### src/rtl/sfs_pkg.sv
package sfs_pkg;
  localparam int NUM_CH      = 5;
  localparam int SAMPLE_W    = 16;
  localparam int FRAME_BYTES = 2 * NUM_CH + 2;
  localparam int IDX_W       = $clog2(FRAME_BYTES);
  localparam logic [7:0] SYNC_FIRST  = 8'hF0;
  localparam logic [7:0] SYNC_SECOND = 8'h5A;

  typedef enum logic [1:0] {ST_IDLE, ST_WAIT, ST_SEND, ST_FLUSH} sfsState_t;

  typedef struct packed {
    logic             capture;
    logic [IDX_W-1:0] byteSel;
  } dpCtl_t;
endpackage

### src/rtl/sfs_ctrl.sv
module sfs_ctrl
  import sfs_pkg::*;
#(
  parameter int LEN_W       = 13,
  parameter int DEFAULT_LEN = 4096
) (
  input  logic             clk,
  input  logic             rstN,
  input  logic             startReq,
  input  logic             flushReq,
  input  logic [LEN_W-1:0] pktLen,
  input  logic             qEmpty,
  input  logic             txReady,
  output logic             qPop,
  output logic             adcRstN,
  output logic             txValid,
  output logic             pktDone,
  output dpCtl_t           dpCtl
);
  localparam logic [IDX_W-1:0] LAST_IDX = IDX_W'(FRAME_BYTES - 1);

  sfsState_t        state;
  logic [IDX_W-1:0] byteIdx;
  logic [LEN_W-1:0] setsLeft;

  always_comb begin
    qPop            = ((state == ST_WAIT) || (state == ST_FLUSH)) && !qEmpty;
    adcRstN         = (state != ST_FLUSH);
    txValid         = (state == ST_SEND);
    dpCtl.capture   = (state == ST_WAIT) && !qEmpty;
    dpCtl.byteSel   = byteIdx;
  end

  always_ff @(posedge clk) begin
    if (!rstN) begin
      state    <= ST_IDLE;
      byteIdx  <= '0;
      setsLeft <= '0;
      pktDone  <= 1'b0;
    end else begin
      pktDone <= 1'b0;
      case (state)
        ST_IDLE: begin
          if (startReq) begin
            setsLeft <= (pktLen == '0) ? LEN_W'(DEFAULT_LEN) : pktLen;
            state    <= ST_WAIT;
          end else if (flushReq) begin
            state <= ST_FLUSH;
          end
        end
        ST_WAIT: begin
          if (!qEmpty) begin
            byteIdx <= '0;
            state   <= ST_SEND;
          end
        end
        ST_SEND: begin
          if (txReady) begin
            if (byteIdx == LAST_IDX) begin
              byteIdx <= '0;
              if (setsLeft == LEN_W'(1)) begin
                state   <= ST_IDLE;
                pktDone <= 1'b1;
              end else begin
                setsLeft <= setsLeft - LEN_W'(1);
                state    <= ST_WAIT;
              end
            end else begin
              byteIdx <= byteIdx + IDX_W'(1);
            end
          end
        end
        ST_FLUSH: begin
          if (qEmpty) state <= ST_IDLE;
        end
        default: state <= ST_IDLE;
      endcase
    end
  end

  // completion strobe lasts a single clock
  p_done_single_r7: assert property (@(posedge clk) disable iff (!rstN)
    pktDone |=> !pktDone);

  // completion leaves the controller idle
  p_done_idle_r7: assert property (@(posedge clk) disable iff (!rstN)
    pktDone |-> (state == ST_IDLE));

  // activity only begins from a request seen while idle
  p_leave_idle_r9: assert property (@(posedge clk) disable iff (!rstN)
    $rose(state != ST_IDLE) |-> $past(startReq || flushReq));

  // no byte and no completion while the converter is held in reset
  p_flush_quiet_r8: assert property (@(posedge clk) disable iff (!rstN)
    !adcRstN |-> (!txValid && !pktDone));

  // an offered byte is not withdrawn before it is taken
  p_valid_hold_r5: assert property (@(posedge clk) disable iff (!rstN)
    (txValid && !txReady) |=> txValid);
endmodule

### src/rtl/sfs_datapath.sv
module sfs_datapath
  import sfs_pkg::*;
#(
  parameter int WORD_W = 32
) (
  input  logic                     clk,
  input  logic                     rstN,
  input  dpCtl_t                   dpCtl,
  input  logic [NUM_CH*WORD_W-1:0] qData,
  output logic [7:0]               txData
);
  localparam int CH_W = $clog2(NUM_CH + 1);

  logic [SAMPLE_W-1:0] holdReg [NUM_CH];

  for (genvar ch = 0; ch < NUM_CH; ch++) begin : g_hold
    always_ff @(posedge clk) begin
      if (!rstN)              holdReg[ch] <= '0;
      else if (dpCtl.capture) holdReg[ch] <= qData[ch*WORD_W +: SAMPLE_W];
    end
  end

  logic [CH_W-1:0] chSel;
  logic            lowHalf;

  always_comb begin
    chSel   = CH_W'(dpCtl.byteSel >> 1);
    lowHalf = dpCtl.byteSel[0];
    txData  = SYNC_SECOND;
    if (32'(dpCtl.byteSel) < 2 * NUM_CH) begin
      txData = lowHalf ? holdReg[chSel][7:0] : holdReg[chSel][15:8];
    end else if (32'(dpCtl.byteSel) == 2 * NUM_CH) begin
      txData = SYNC_FIRST;
    end
  end

  // capture never reads past the queue word width
  initial assert (WORD_W >= SAMPLE_W);
endmodule

### src/rtl/sample_frame_serializer.sv
module sample_frame_serializer
  import sfs_pkg::*;
#(
  parameter int WORD_W      = 32,
  parameter int LEN_W       = 13,
  parameter int DEFAULT_LEN = 4096
) (
  input  logic                     clk,
  input  logic                     rstN,
  input  logic                     startReq,
  input  logic                     flushReq,
  input  logic [LEN_W-1:0]         pktLen,
  input  logic                     qEmpty,
  input  logic [NUM_CH*WORD_W-1:0] qData,
  output logic [NUM_CH-1:0]        qRead,
  output logic                     adcRstN,
  output logic [7:0]               txData,
  output logic                     txValid,
  input  logic                     txReady,
  output logic                     pktDone
);
  dpCtl_t dpCtl;
  logic   qPop;

  sfs_ctrl #(.LEN_W(LEN_W), .DEFAULT_LEN(DEFAULT_LEN)) u_ctrl (
    .clk(clk), .rstN(rstN), .startReq(startReq), .flushReq(flushReq),
    .pktLen(pktLen), .qEmpty(qEmpty), .txReady(txReady), .qPop(qPop),
    .adcRstN(adcRstN), .txValid(txValid), .pktDone(pktDone), .dpCtl(dpCtl)
  );

  sfs_datapath #(.WORD_W(WORD_W)) u_dp (
    .clk(clk), .rstN(rstN), .dpCtl(dpCtl), .qData(qData), .txData(txData)
  );

  assign qRead = {NUM_CH{qPop}};

  // the offered byte value holds until the transmitter takes it
  p_byte_stable_r5: assert property (@(posedge clk) disable iff (!rstN)
    (txValid && !txReady) |=> (txValid && $stable(txData)));

  // nothing is popped while the queues report empty
  p_no_pop_empty_r1: assert property (@(posedge clk) disable iff (!rstN)
    qEmpty |-> (qRead == '0));
endmodule

### config.mk
export PLATFORM = sky130hd
export DESIGN_NAME = sample_frame_serializer
export DESIGN_NICKNAME = d
export VERILOG_FILES = /design/src/rtl/sfs_pkg.sv /design/src/rtl/sfs_ctrl.sv /design/src/rtl/sfs_datapath.sv /design/src/rtl/sample_frame_serializer.sv
export SDC_FILE = /design/constraint.sdc
export NUM_CORES = 1
export LEC_CHECK = 0
export BUFFER_PORTS_ARGS = -buffer_cell sky130_fd_sc_hd__buf_2
export CAP_MARGIN = 20
export CORE_AREA = 2 2 125 127
export DETAILED_ROUTE_END_ITERATION = 6
export DIE_AREA = 0 0 127 129
export PLACE_DENSITY = 0.61
export SYNTH_ARGS = -nofsm -noshare
export SYNTH_HDL_FRONTEND = slang
export SYNTH_SLANG_ARGS = --single-unit
### constraint.sdc
create_clock -name clk -period 6.9 [get_ports clk]
set_input_delay 1.035 -clock clk [delete_from_list [all_inputs] [get_ports clk]]
set_output_delay 1.035 -clock clk [all_outputs]
set_load 0.01 [all_outputs]
=== Yosys cells after proc, flatten, opt, wreduce, memory -nomap -nowiden ===
Memory sizes are Yosys's and may differ from the RTL's. A register that Yosys moved wholly into a read port is not among the register bits.
Index checks and enable logic that the tools add are counted.

* Logic and storage cells: 72
* Memories: 1
* Register bits: 20
* Memory bits (writable): 80
* Input bits: 179
* Output and inout bits: 16

{| class="wikitable"
|+ Memory list
! name !! words !! width !! read ports !! clocked after memory_dff !! wr ports !! RTL line !! RTL
|-
| u_dp.holdReg || 5 || 16 || 1 || 1 || 5 || sfs_datapath.sv:14 || <nowiki>logic [SAMPLE_W-1:0] holdReg [NUM_CH];</nowiki>
|}

* Eq/ne operators: 14
* Multiplexer cells: 33
* Reduce and logical (&&, ||, !) cells: 12
* $add $sub $neg: 2
* Bitwise gates (word level): 5
* $lt $le $gt $ge: 1

{| class="wikitable"
|+ Operator list
! operator !! number
|-
| 2-to-1 mux 16 bit || 5
|-
| 2-to-1 mux 13 bit || 5
|-
| one-hot mux 13 bit (2 select lines) || 1
|-
| 2-to-1 mux 8 bit || 3
|-
| equality test 13 x 1 -> 1 bit, second input constant || 1
|-
| logical NOT 13 bit || 1
|-
| subtractor 13 x 1 -> 13 bit, second input constant || 1
|-
| 2-to-1 mux 2 bit || 6
|-
| 2-to-1 mux 4 bit || 3
|-
| != test 2 bit, second input constant || 5
|-
| AND reduction 5 bit || 2
|-
| equality test 4 bit, second input constant || 2
|-
| one-hot mux 2 bit (4 select lines) || 1
|-
| one-hot mux 4 bit (2 select lines) || 1
|-
| 2-to-1 mux 1 bit || 6
|-
| 2-to-1 mux 3 bit || 2
|-
| OR 1 bit || 5
|-
| adder 4 x 1 -> 4 bit, second input constant || 1
|-
| equality test 2 bit, second input constant || 2
|-
| less-than comparator 4 bit, second input constant || 1
|-
| != test 2 x 1 -> 1 bit, second input constant || 2
|-
| AND reduction 4 bit || 1
|-
| nonzero test 2 bit || 2
|-
| != test 3 bit, second input constant || 1
|-
| other kinds (6) || 7
|}

=== Depth between registers and ports, before layout ===
Gate-level depths: netlist (run 1).

* Depth in word-level cells: 6
* Depth in mapped cells: 8
* Mapped depth without buffers: 6

=== By module ===
A second synthesis (run 1) with hierarchy kept.

* Cells, all modules: 446
* Area, all modules: 5108.6 um^2

{| class="wikitable"
|+ By module, submodules not included
! module !! sequential area each (um^2) !! cells an instance !! instances !! area an instance (um^2)
|-
| sfs_datapath || 2402.3 || 277 || 1 || 3731.1
|-
| sfs_ctrl || 400.4 || 164 || 1 || 1340.0
|-
| sample_frame_serializer || 0.0 || 5 || 1 || 37.5
|}

=== Least setup slack after synthesis (run 1) ===
No wires, ideal clock.

* Path type: in2reg
* Start: input port qEmpty
* End: memory u_dp.holdReg[0][0] (enable)
* Setup slack: -540 ps
* Stages: 2
* Arrival time: 6811 ps
* Buffers on the path: 0
* Library setup time: 629 ps
* Required time: 6271 ps
* Cells stage by stage: nand2b_1 o21ai_0

{| class="wikitable"
|+ RTL lines
! element !! RTL line !! RTL
|-
| start, declared || sample_frame_serializer.sv:13 || <nowiki>input logic qEmpty,</nowiki>
|-
| end, declared || sfs_datapath.sv:14 ||
|}

==> run summary, run 1 <==
Status = finished, final reports clean
Clock buffer depth = 2
Critical path fanouts, max = 10
CTS tree = yes
Syn-to-layout area delta = 18.5%
CTS Hold Bufs = 0
Worst-path clk slew = 0.08 ns
Initial core utilization = 34.5%
Worst skew pair latency = 0.35 ns
# setup viols final = 0
Post-synth top area cell = edfxtp_1
Layout cells sized above 1 = 30.0%
Crit path DAT = 2.63 ns
Worst Hold Class = flip-flop to flip-flop
Die footprint = 16400 µm²
Core Util, Final = 40.8%
Least-Margin Pin Slew = 1.02 ns
Max_cap viols = 0
Pwr Total = 1.48 mW
Worst slack at placement = 3.56 ns
Die X = 127 µm
# DRC = 0
Num CTS Buffers = 9
Worst setup margin = 3.23 ns
Core footprint = 15000 µm²
Crit share post-route = 53.1%
Rel. slew slack = 31.8%
WS Path Type = flip-flop to primary output
Peak supply drop = 0.135 mV
DP HPWL = 8250 µm
Final Critical Period = 3.67 ns
Reg-to-reg startpoint = u_ctrl.byteIdx[0]
TritonRoute pass-1 iters = 5
CTS root buffer = clkbuf_16
WL met3 = 518 µm
Final Non-Filler Cells = 694
Synth Register Bits = 103
Antenna cells = 0
EDFF count, synth = 80
Final Hold Vio Count = 0
Vias per std cell = 5.42
Final TNS setup = 0 ns
Synth Flop Type = edfxtp_1
Synth cell types = 55
Largest net degree at the start of global routing = 101
RSZ-0062 raised after global routing = no
Setup bufs post-CTS = 0
CTS sink cnt = 103
Via count = 3761
Post-Route WL = 12300 µm
GRT Overall Usage = 15.3%
Mapped Cells = 411
Die extent in y = 129 µm
Cts repair resizes = 0
Lkg Pwr = 2.67 nW
Critical Path Sink Type = primary output
Synth area leaders = edfxtp_1 47%, and3_1 9.8%, dfxtp_1 8.9%, mux4_1 7.1%, mux4_2 2.6%
I/O Buffers = 114
# H-tree levels = 3
GRT Residual Overflow = 0
Post-DRT Antenna Nets = 0
Gp weighted congestion = 0.894
Synth top cells by count = 81 x and3_1, 80 x edfxtp_1, 24 x clkbuf_1, 23 x dfxtp_1, 22 x nor2_1
Startpoint Class = flip-flop
I/O pins = 195
Synthesis Warnings = 0
Detail Route met2 WL = 6030 µm
Slew Limit Fails = 0
Hold Crit Start = u_ctrl.setsLeft[1]
Antenna violations before repair = 0
Syn Nets = 594
Most common cell in the synthesized netlist = and3_1
Mapped cell area = 5160 µm²
Wire length of the first global-routing pass = 19500 µm
Syn_area_per_cell = 12.6 µm²
DRT iter0 DRCs = 270
Yosys top cell area share = 46.6%
Vias in the first global route = 3802
Floorplan row count = 45
Sequential share of the synthesized area = 55.5%
Post-Place Cells = 677
Routed met1 length = 5490 µm
Fmax = 0.273 GHz
Number of fill cells = 1445
Drt wl/cell = 17.7 µm
Final clock skew = 0.0113 ns
Ys async rst share = 0%
Final Net Count = 684
Pwr/cell area = 242 nW/µm²
DR top layer = met4
Crit path required time = 5.86 ns
==> state kept, by name (all words and copies together) (netlist names), named ones only <==
name	cells
u_ctrl.byteIdx	4
u_ctrl.pktDone	1
u_dp.holdReg	80
u_ctrl.setsLeft	13
u_ctrl.state	2
==> layout by cell type (no fill, tap or decap), types with 9 or more instances in the layout <==
cell type  count
edfxtp_1      80
dfxtp_1       23
and3_1        81
buf_2        114
a21oi_1       14
nor2_1        22
mux4_1        14
nand2_1       14
clkbuf_16      9
mux2i_1       10
==> layer usage <==
layer	vias to the layer above	global-route usage (%)
li1	1797	-
met1	1819	20.6
met2	124	24.7
met3	21	2.41
met4	0	6.40
met5	-	0
==> area by class of cell <==
cell class	instances	area [µm²]	area share, %
Clock buffer	9	225	3.68
Clock inverter	7	65.1	1.06
Inverter	8	30.0	0.491
Multi-Input combinational cell	260	2080	34.0
Sequential cell	103	2860	46.8
Tap cell	188	235	3.85
Timing Repair Buffer	119	616	10.1
==> path summary, 6_finish.rpt <==
check | endpoint | slack [ns] | cells after the start
min | u_ctrl.setsLeft[1] | 0.53 | 2
max reg2reg | u_ctrl.setsLeft[9] | 4.17 | 5
max | txData[6] | 3.23 | 5
min reg2reg | u_ctrl.setsLeft[1] | 0.53 | 2
==> cell families (layout without fill, tap and decap cells) <==
group | Yosys count | in the layout | share of synthesized area, %
AO/OA/AOI/OAI | 64 | 64 | 8.85
adder cells (fa/ha/maj) | 4 | 4 | 0.970
buffers and inverters | 48 | 143 | 4.51
flip-flops | 103 | 103 | 55.5
multiplexers | 31 | 31 | 11.9
AND/OR/NAND/NOR | 161 | 161 | 18.3
==> critical path: stages, from the launching register on <==
cell	delay [ns]
dfxtp_1	0.55
buf_4	0.32
mux4_1	0.58
mux4_2	0.45
or2_1	0.24
buf_2	0.14
==> power by group <==
part / leakage [nW] / switching (mW) / total, mW / internal [mW]
Sequential: 1.03 / 0.0295 / 0.750 / 0.720
Clock: 0.145 / 0.244 / 0.498 / 0.254
Combinational: 1.50 / 0.136 / 0.231 / 0.0949
Total: 2.67 / 0.410 / 1.48 / 1.07
==> per-stage QoR <==
step	area (µm²)	hold slack (ns)
floorplan	5160	0.478
global placement	5810	0.499
detailed placement	5810	0.518
CTS	6100	0.528
global route	6120	0.557
finish	6120	0.533
Note: power is estimated with default switching activity, not from simulation.
==> run 2: changes to the inputs <==
--- a/config.mk
+++ b/config.mk
@@ -10,7 +10,7 @@
 export CORE_AREA = 2 2 125 127
 export DETAILED_ROUTE_END_ITERATION = 6
 export DIE_AREA = 0 0 127 129
-export PLACE_DENSITY = 0.61
+export PLACE_DENSITY = 0.58
 export SYNTH_ARGS = -nofsm -noshare
 export SYNTH_HDL_FRONTEND = slang
 export SYNTH_SLANG_ARGS = --single-unit
==> constraint.sdc (replaced) <==
create_clock -name clk -period 3.5 [get_ports clk]
set_input_delay 0.525 -clock clk [delete_from_list [all_inputs] [get_ports clk]]
set_output_delay 0.525 -clock clk [all_outputs]
set_load 0.01 [all_outputs]
==> run 2 against run 1 <==
Compared with the run above: worst hold slack got worse by 0.062 ns; first-iteration DRC count rose by 36%; global-route usage barely moved; clock skew fell by 0.0033 ns; utilization barely moved; via count rose by 0.77%; design area barely moved; critical path type unchanged; largest power group unchanged.
==> run summary, run 2 (synthesis results as in run 1) <==
Final Net Count = 685
GRT Overall Usage = 15.3%
Pwr Total = 2.89 mW
Top reg by flops = u_dp.holdReg
Clock buffer depth = 2
CTS root buffer = clkbuf_16
RSZ-0062 raised after global routing = no
Vias per std cell = 5.45
CTS tree = yes
Gp weighted congestion = 0.837
TritonRoute pass-1 iters = 5
Layout cells sized above 1 = 30.0%
Floorplan row count = 45
DP HPWL = 8630 µm
Setup bufs post-CTS = 0
Crit-path leading delay family = multiplexers
Slew Limit Fails = 0
Startpoint Class = flip-flop
Max_cap viols = 0
Critical path fanouts, max = 16
Final TNS setup = 0 ns
WS Path Type = flip-flop to primary output
Critical Path Sink Type = primary output
Num CTS Buffers = 9
Cts repair resizes = 0
Slowest cell on crit path = mux4_1
Post-Route WL = 12600 µm
R2R Setup Slk = 0.72 ns
Most frequent cells in the layout = 114 x buf_2, 81 x and3_1, 80 x edfxtp_1, 23 x dfxtp_1, 22 x nor2_1
Status = finished, final reports clean
Most common cell after layout, fill and taps aside = buf_2
WP depth = 5
CTS Hold Bufs = 0
Largest net degree at the start of global routing = 82
DR top layer = met4
Initial core utilization = 34.5%
Detail Route met2 WL = 5750 µm
WL met3 = 748 µm
RR Endpoint = u_ctrl.setsLeft[5]
Core Util, Final = 40.8%
Final Hold Vio Count = 0
Crit path DAT = 2.49 ns
End point of the critical path = txData[4]
# setup viols final = 0
Worst skew pair latency = 0.35 ns
Vias in the first global route = 3617
GRT Residual Overflow = 0
Pwr/cell area = 473 nW/µm²
Crit-path cells = buf_4, mux4_1, mux4_2, or2_1, buf_2
Crit-path max cell delay = 0.69 ns
Wire length of the first global-routing pass = 19200 µm
Die footprint = 16400 µm²
Buf/Inv on CP = 2
Post-DRT Antenna Nets = 0
Least-Margin Pin Slew = 0.928 ns
Final clock skew = 0.00795 ns
Antenna cells = 0
Worst Hold Class = input pin to flip-flop
Worst-path clk slew = 0.07 ns
CTS sink cnt = 103
# H-tree levels = 3
I/O Buffers = 114
Final Critical Period = 3.02 ns
Number of fill cells = 1444
Rel. slew slack = 38.0%
Hold path depth = 3
Antenna violations before repair = 0
I/O pins = 195
Crit path required time = 2.97 ns
Crit share post-route = 86.3%
Lkg Pwr = 2.67 nW
Drt wl/cell = 18.2 µm
Worst R2R Path Depth = 5
# DRC = 0
Reg-to-reg startpoint = u_ctrl.byteIdx[0]
Fmax = 0.331 GHz
Core footprint = 15000 µm²
Routed met1 length = 5850 µm
Die X = 127 µm
Syn-to-layout area delta = 18.6%
Hold Crit Start = flushReq
Largest registers = u_dp.holdReg: 80 flops, u_ctrl.setsLeft: 13 flops, u_ctrl.byteIdx: 4 flops
DRT iter0 DRCs = 366
Max reg flops = 80
Peak supply drop = 0.227 mV
Die extent in y = 129 µm
Via count = 3790
run 2: changes by cell type in the layout (fill, tap and decap cells not counted), sizes merged:
cell      previous run  this run
clkinvlp             0         1
clkinv               4         3
buf                119       120
run 2: area by class of cell:
type / instances / area, µm² / area share [%]
sequential: 103 / 2860 / 46.8
multi-input combinational: 260 / 2080 / 34.0
timing repair buffer: 120 / 628 / 10.3
tap: 188 / 235 / 3.85
clock buffer: 9 / 225 / 3.68
clock inverter: 7 / 53.8 / 0.880
inverter: 8 / 30.0 / 0.491
run 2: worst min-delay path by stage:
stage	to	slack, ns
finish	u_ctrl.state[1]	0.47
global route	u_dp.holdReg[1][1]	0.48
global placement	u_ctrl.setsLeft[10]	0.50
floorplan	u_ctrl.setsLeft[10]	0.48
CTS	u_ctrl.state[1]	0.45
detailed placement	u_ctrl.setsLeft[10]	0.50
run 2: layer usage:
layer / track usage [%] / up-vias
met3: 3.04 / 26
met4: 7.11 / 0
li1: - / 1809
met1: 21.4 / 1793
met2: 23.2 / 162
met5: 0 / -
run 2: metrics by stage:
stage,setup slack [ns],std cells,hold WS [ns],area [µm²]
final,0.480,695,0.471,6120
after global routing,0.340,695,0.482,6120
after CTS,0.451,695,0.453,6120
after detailed placement,0.717,679,0.504,5840
after global placement,0.806,679,0.501,5840
after floorplan,0.264,411,0.478,5160
run 2: power breakdown:
| group | internal (mW) | switching, mW |
|---|---|---|
| clock | 0.490 | 0.470 |
| sequential | 1.42 | 0.0593 |
| combinational | 0.187 | 0.269 |
run 2: worst register-to-register path: stages, from the launching register on:
cell,delay [ns]
dfxtp_1,0.93
ha_1,0.34
nand4b_2,0.20
a211o_1,0.50
nor2_1,0.50
a31o_2,0.25
==> run 3: changes to the inputs <==
--- a/config.mk
+++ b/config.mk
@@ -8,9 +8,10 @@
 export BUFFER_PORTS_ARGS = -buffer_cell sky130_fd_sc_hd__buf_2
 export CAP_MARGIN = 20
 export CORE_AREA = 2 2 125 127
+export CTS_BUF_LIST = sky130_fd_sc_hd__clkbuf_8
 export DETAILED_ROUTE_END_ITERATION = 6
 export DIE_AREA = 0 0 127 129
-export PLACE_DENSITY = 0.58
+export PLACE_DENSITY = 0.56
 export SYNTH_ARGS = -nofsm -noshare
 export SYNTH_HDL_FRONTEND = slang
 export SYNTH_SLANG_ARGS = --single-unit
==> run 3 against run 2 <==
Compared with the run above: non-clock buffer count grew 4; sequential power is essentially flat; largest power group unchanged; combinational power up 3%; clock-buffer cell count unchanged; first-iteration DRC count fell by 9.6%; critical endpoint unchanged; critical path depth unchanged; largest cell class unchanged; via count is 1.2% lower.
==> run summary, run 3 (synthesis results as in run 1) <==
Core footprint = 15000 µm²
Critical path fanouts, max = 6
Largest registers = u_dp.holdReg: 80 flops, u_ctrl.setsLeft: 13 flops, u_ctrl.byteIdx: 4 flops
Vias in the first global route = 3575
Initial core utilization = 34.5%
Antenna cells = 0
Via count = 3743
Top reg by flops = u_dp.holdReg
Crit path required time = 2.97 ns
Startpoint Class = flip-flop
Syn-to-layout area delta = 18.0%
Final Hold Vio Count = 0
Max reg flops = 80
WS Path Type = flip-flop to primary output
# H-tree levels = 3
Die footprint = 16400 µm²
GRT Overall Usage = 15.7%
CTS Hold Bufs = 0
Post-Route WL = 12700 µm
Largest net degree at the start of global routing = 82
I/O Buffers = 114
Cts repair resizes = 0
Num CTS Buffers = 9
Peak supply drop = 0.170 mV
CTS sink cnt = 103
RSZ-0062 raised after global routing = no
DP HPWL = 8690 µm
Worst Hold Class = input pin to flip-flop
Drt wl/cell = 18.1 µm
Worst-path clk slew = 0.10 ns
Least-Margin Pin Slew = 0.884 ns
Crit share post-route = 89.0%
Max_cap viols = 0
Die extent in y = 129 µm
Number of fill cells = 1448
Final Critical Period = 3.11 ns
Post-DRT Antenna Nets = 0
Hold WS = 0.448 ns
Worst skew pair latency = 0.38 ns
Final TNS setup = 0 ns
CTS root buffer = clkbuf_8
Setup bufs post-CTS = 0
Status = finished, final reports clean
CTS tree = yes
Final clock skew = 0.0111 ns
Most common cell after layout, fill and taps aside = buf_2
Floorplan row count = 45
Pwr/cell area = 455 nW/µm²
Multi-input gate area = 2080 µm²
Antenna violations before repair = 0
TritonRoute pass-1 iters = 4
Die X = 127 µm
Fmax = 0.321 GHz
Slew Limit Fails = 0
Layout cells sized above 1 = 30.3%
Seq. cell area = 2860 µm²
Clock buffer depth = 2
Final Net Count = 689
Critical Path Sink Type = primary output
Post-Place Cells = 683
Rel. slew slack = 40.5%
Final Non-Filler Cells = 699
Wire length of the first global-routing pass = 19600 µm
Crit path DAT = 2.59 ns
Vias per std cell = 5.35
Lkg Pwr = 2.67 nW
I/O pins = 195
# DRC = 0
DRT iter0 DRCs = 331
Gp weighted congestion = 0.851
# setup viols final = 0
GRT Residual Overflow = 0
Most frequent cells in the layout = 114 x buf_2, 81 x and3_1, 80 x edfxtp_1, 23 x dfxtp_1, 22 x nor2_1
run 3: cell count changes in the layout (fill, tap and decap cells not counted), sizes merged:
cell    delta
bufinv     +2
buf        +4
clkinv     -2
run 3: path summary, 6_finish.rpt:
path                            slack (ns)  cells after the start                start                  end
worst min-delay path                  0.45                      2           qData[104]   u_dp.holdReg[3][8]
worst max register to register        1.29                      4   u_ctrl.setsLeft[7]   u_ctrl.setsLeft[8]
worst max-delay path                  0.39                      5            flip-flop            txData[4]
worst min register to register        0.54                      2  u_ctrl.setsLeft[10]  u_ctrl.setsLeft[10]
run 3: final cells by class:
class / count / share of cell area [%]
Multi-Input combinational cell: 260 / 34.2
Tap cell: 188 / 3.86
Timing Repair Buffer: 124 / 10.8
Inverter: 8 / 0.493
Clock buffer: 9 / 2.03
Sequential cell: 103 / 47.0
Clock inverter: 7 / 1.56
run 3: per-stage QoR:
step                cell area (µm²)  power [mW]  utilization [%]  worst slack, ns
CTS                            6090        2.80             40.6            0.334
floorplan                      5160        1.79                -            0.264
global route                   6090        2.90             40.6            0.267
global placement               5870        1.96             39.2            0.795
detailed placement             5870        1.97             39.2            0.772
finish                         6090        2.77             40.6            0.385
run 3: per-layer routing:
metal  vias up  part of all wire [%]  GRT usage (%)
li1       1814                     -              -
met1      1817                    46           21.9
met2        99                    48           24.9
met3        13                   4.3           2.25
met4         0                   1.6           6.08
met5         -                     0              0
run 3: power breakdown:
part,leakage (nW),internal [mW],switching (mW)
Clock,0.111,0.406,0.428
Combinational,1.53,0.188,0.279
Sequential,1.03,1.42,0.0530
run 3: worst max-delay path, cell delays in order, from the launching register on:
cell     delay (ns)
dfxtp_1        0.54
buf_4          0.22
mux4_1         0.60
mux4_2         0.47
or2_1          0.23
buf_2          0.15
